`src/rtl/latched_line_decoder.sv`:
```
module latched_line_decoder #(
  parameter int IDX_W      = 4,
  parameter bit ACTIVE_LOW = 1'b0,
  localparam int LINES     = 1 << IDX_W
) (
  input  logic             clk,
  input  logic             rst,
  input  logic             strobe,
  input  logic             inhibit,
  input  logic [IDX_W-1:0] sel,
  output logic [LINES-1:0] lines
);

  logic [IDX_W-1:0] held_q;
  logic [LINES-1:0] hot;
  logic [LINES-1:0] gated;

  always_ff @(posedge clk) begin
    if (rst)
      held_q <= '0;
    else if (strobe)
      held_q <= sel;
  end

  for (genvar i = 0; i < LINES; i++) begin : g_dec
    assign hot[i] = (held_q == IDX_W'(i));
  end

  assign gated = inhibit ? '0 : hot;

  if (ACTIVE_LOW) begin : g_low
    assign lines = ~gated;
  end else begin : g_high
    assign lines = gated;
  end

endmodule

```
`config.mk`:
```
export PLATFORM = sky130hd
export DESIGN_NAME = latched_line_decoder
export DESIGN_NICKNAME = d
export VERILOG_FILES = /design/src/rtl/latched_line_decoder.sv
export SDC_FILE = /design/constraint.sdc
export NUM_CORES = 1
export LEC_CHECK = 0
export CAP_MARGIN = 20
export CORE_AREA = 4 4 41 43
export CTS_CLUSTER_SIZE = 28
export DETAILED_ROUTE_END_ITERATION = 10
export DIE_AREA = 0 0 45 47
export PLACE_DENSITY_LB_ADDON = 0.1
export SETUP_SLACK_MARGIN = 0.2
export SLEW_MARGIN = 20
export SYNTH_ARGS = -nofsm -noshare
export SYNTH_HDL_FRONTEND = slang
export SYNTH_SLANG_ARGS = --single-unit
export TNS_END_PERCENT = 30
```
`constraint.sdc`:
```
create_clock -name clk -period 1.15 [get_ports clk]
set_input_delay 0.115 -clock clk [delete_from_list [all_inputs] [get_ports clk]]
set_output_delay 0.115 -clock clk [all_outputs]
set_load 0.1 [all_outputs]
```
# Word level (Yosys, flattened, before mapping)
# Index checks and enable logic that the tools add are counted.
[word_totals] regBits=4 wordCells=18
[classes] muxes=1 reduce_logical=1 eq_ne=15
[op_table] op="4-bit equality test, second input constant" count=8
[op_table] op="4-bit by 3-bit equality test with 1-bit output, second input constant" count=4
[op_table] op="16-bit 2-to-1 mux" count=1
[op_table] op="4-bit by 2-bit equality test with 1-bit output, second input constant" count=2
[op_table] op="4-bit by 1-bit equality test with 1-bit output, second input constant" count=1
[op_table] op="4-bit logical NOT" count=1

# Logic depth before layout (Yosys ltp)
# Gate-level depths: netlist of the first run.
[depth] depth_word=2 ltp_mapped=3

# Worst setup path before layout of the first run
# Ideal clock, no wire load.
[synth_path] kind="reg-to-output" startpoint="register held_q[0]" endpoint="output lines[1]" t_arrival_ns=2.788 setup_slack_ns=-1.753 t_required_ns=1.035 stages_incl_launch_ff=3 cell_sequence="dfxtp_1 > or3b_1 > nor3_1"
[synth_between] elab_chain_len=2
[synth_rtl] item="start, declared" line_no="14" source="logic [IDX_W-1:0] held_q;"
[synth_rtl] item="start signal, assigned" line_no="22" source="held_q <= sel;"
[synth_rtl] item="4-bit by 1-bit equality test with 1-bit output" line_no="26" source="assign hot[i] = (held_q == IDX_W'(i));"
[synth_rtl] item="16-bit 2-to-1 mux" line_no="29" source="assign gated = inhibit ? '0 : hot;"
[synth_rtl] item="end, declared" line_no="11" source="output logic [LINES-1:0] lines"
# No other way between the ends.

# Worst setup path after layout of the first run
[layout_path] startpoint="register held_q[0]" endpoint="output lines[3]"
[layout_between] elab_chain_len=2
[layout_rtl] item="4-bit by 2-bit equality test with 1-bit output" line_no="26"
[layout_rtl] item="16-bit 2-to-1 mux" line_no="29"
# No other way between the ends.

==> out/qor.yml, run 1 <==
status:
  status: "finished, violations left"
  violations: "negative setup slack"
yosys:
  synth.avg_cell_area_um2: 6.99
  synth_fa_ha_area_share_pct: 0
  yosys.area_share.xor_xnor_pct: 0
  ys.warnings.count: 0
  synth_top_family_by_area: "simple AND/OR/NAND/NOR gates"
  synthMuxAreaShare_pct: 15.9
  syn_area_um2: 251
  ys_ff_latch: 4
  synth_nets: 44
  yosys.area_share.simple_pct: 50.7
  synthTopCellsByArea: "dfxtp_1 (32%), nor2_1 (24%), mux2i_1 (16%)"
  seq_area_frac_synth_pct: 31.8
  synth-compound-area-share_pct: 0
  synth_top_area_share_pct: 31.8
  synthCells: 36
  synthDistinctLibCells: 10
  synth.largest_area_cell: "dfxtp_1"
timing:
  period_needed_ns: 1.55
  worst_slack_ns: -0.403
  slew_viol_final: 0
  fin_crit_sh_pct: 135
  slew_headroom_pct: 84.4
  rsz0062_at_grt: "true"
  setup_viol: 16
  fmax_mhz: 644
  hold_viol_final: 0
  clock_skew_ns: 0
  tightestPinTransition_ns: 0.234
clock_tree:
  cts_sinks: 4
  cts_max_level: 1
  cts_tree: "done"
  insertion_delay_ns: 0.24
  cts_root_buf: "clkbuf_4"
  cts_buffers: 3
  clockBufferDepth: 2
  clkTransAtPathRegs_ns: 0.04
  cts_hold_buf: 0
power:
  vdd_drop_max_uv: 607
  swShare_pct: 37.3
  power_frac_seq_pct: 27.3
  p_total_uw: 594
  intPower_uw: 373
  p_sw_uw: 221
  clkPwrFrac_pct: 29.9
  p_per_area_nw_per_um2: 641
  combPwrFrac_pct: 42.8
  p_leak_uw: 0.000339
worst_setup_path:
  crit_required_ns: 1.03
  r2r-start: "held_q[1]"
  reg2reg_slack_ns: 0.31
  worstSetupStartpointType: "flop"
  ff2ff_path_depth: 3
  r2r_end: "held_q[1]"
  endpoint_kind: "output port"
  cp-endpoint: "lines[3]"
  path_max_fanout: 5
  crit_arrival_ns: 1.44
  startpoint: "held_q[0]"
  critPathKind: "flop to output port"
cells_and_area:
  drive_gt1_share_pct: 77.1
  top_register: "held_q"
  ff_latch_area_um2: 90.1
  largestRegisters: "held_q x4"
  areaGrowthSynthToFinish_pct: 269
  finalNetCount: 80
  diodes: 0
  largest_register_ffs: 4
  mostFrequentLayoutCells: "buf_12 (16), nor2_4 (12), buf_4 (8)"
  fillers: 102
  multi_input_area_um2: 335
  final_area_um2: 927
  final_common_cell: "buf_12"
global_routing:
  grt_pass1_vias: 320
  grt_pass1_wl_um: 1330
  grt_use_total_pct: 9.51
  antenna_found_initial: 0
  grt_max_degree: 7
  gr-total-overflow: 0
place:
  hpwl_um: 770
  gp_congestion: 0.662
  place_area_um2: 842
  io_buffers: 23
detailed_routing:
  via_per_inst: 4.35
  wirelength_um: 911
  drtAntennaViolNets: 0
  vias: 370
  post-route-drc-count: 0
  firstDrtPassIters: 2
  drt_iter0_markers: 2
  avgRoutedWirePerCell_um: 10.7
run:
  maxCapViolCount: 0
floorplanning:
  num_rows: 13
  die_area_um2: 2120
  start_util_pct: 19.3
  io_pins: 24
  die_w_um: 45
  die_y_um: 47
  core_area_um2: 1300
min_path:
  hold_class: "input pin to flop"
==> worst max-delay path, stage by stage, from the launching register on <==
cell     delay [ns]
dfxtp_2        0.35
or3b_4         0.42
buf_4          0.16
nor2_4         0.10
buf_12         0.18
==> power by group through the flow <==
stage	Combinational (µW)	Clock, µW	Sequential, µW
final	254	178	162
after global routing	264	186	164
after CTS	249	187	163
after detailed placement	245	0	162
after global placement	244	0	161
after floorplan	144	0	169
==> stage by stage <==
step / setup slack, ns / setup TNS [ns] / util (%) / hold WS (ns) / std cells
floorplan: -0.565 / -6.92 / - / 0.180 / 36
CTS: -0.417 / -4.71 / 68.4 / 0.482 / 82
detailed placement: -0.448 / -5.17 / 64.7 / 0.529 / 78
global route: -0.444 / -5.13 / 71.3 / 0.508 / 85
global placement: -0.441 / -5.07 / 64.7 / 0.512 / 78
finish: -0.403 / -4.61 / 71.3 / 0.485 / 85
==> per-layer routing <==
| metal | GRT usage [%] | routed length, µm |
|---|---|---|
| met4 | 10.5 | 31 |
| met3 | 1.15 | 108 |
| met2 | 16.7 | 436 |
| met1 | 9.17 | 334 |
| met5 | 0 | 0 |
==> synth_stat cells <==
cell and count:
dfxtp_1 4, nor3_1 4, nand3b_1 1, nand2_1 1
nand2b_1 2, or3b_1 2, mux2i_1 4, or3_1 1
clkbuf_1 1, nor2_1 16
==> final cells by class <==
cell class,count,share of cell area [%]
clock buffer,3,2.43
multi-input combinational,31,36.2
sequential,4,9.72
tap,15,2.02
timing repair buffer,32,49.7
==> worst min path at each step <==
stage,startpoint,to,depth (start not counted)
6_report,rst,held_q[3],2
5_1_grt,sel[2],held_q[2],3
4_1_cts,rst,held_q[3],2
3_5_place_dp,held_q[2],held_q[2],2
3_3_place_gp,held_q[2],held_q[2],2
2_1_floorplan,rst,held_q[0],1
==> logic make-up after synthesis <==
| kind of cell | count (synthesis) |
|---|---|
| simple gates | 27 |
| buf+inv | 1 |
| mux | 4 |
| flops | 4 |
==> what timing repair did <==
item,CTS,global route
gates resized for setup,8,4
buffers inserted,1,3
pin swaps,12,6
setup endpoints to repair,16,16
No activity file was read; power rests on OpenSTA's default activity.
==> run 2, diff against run 1 <==
CTS_CLUSTER_DIAMETER = 80   (was unset)
==> results of run 2 <==
No change in the layout: final DEF, timing and power equal those of run 1.
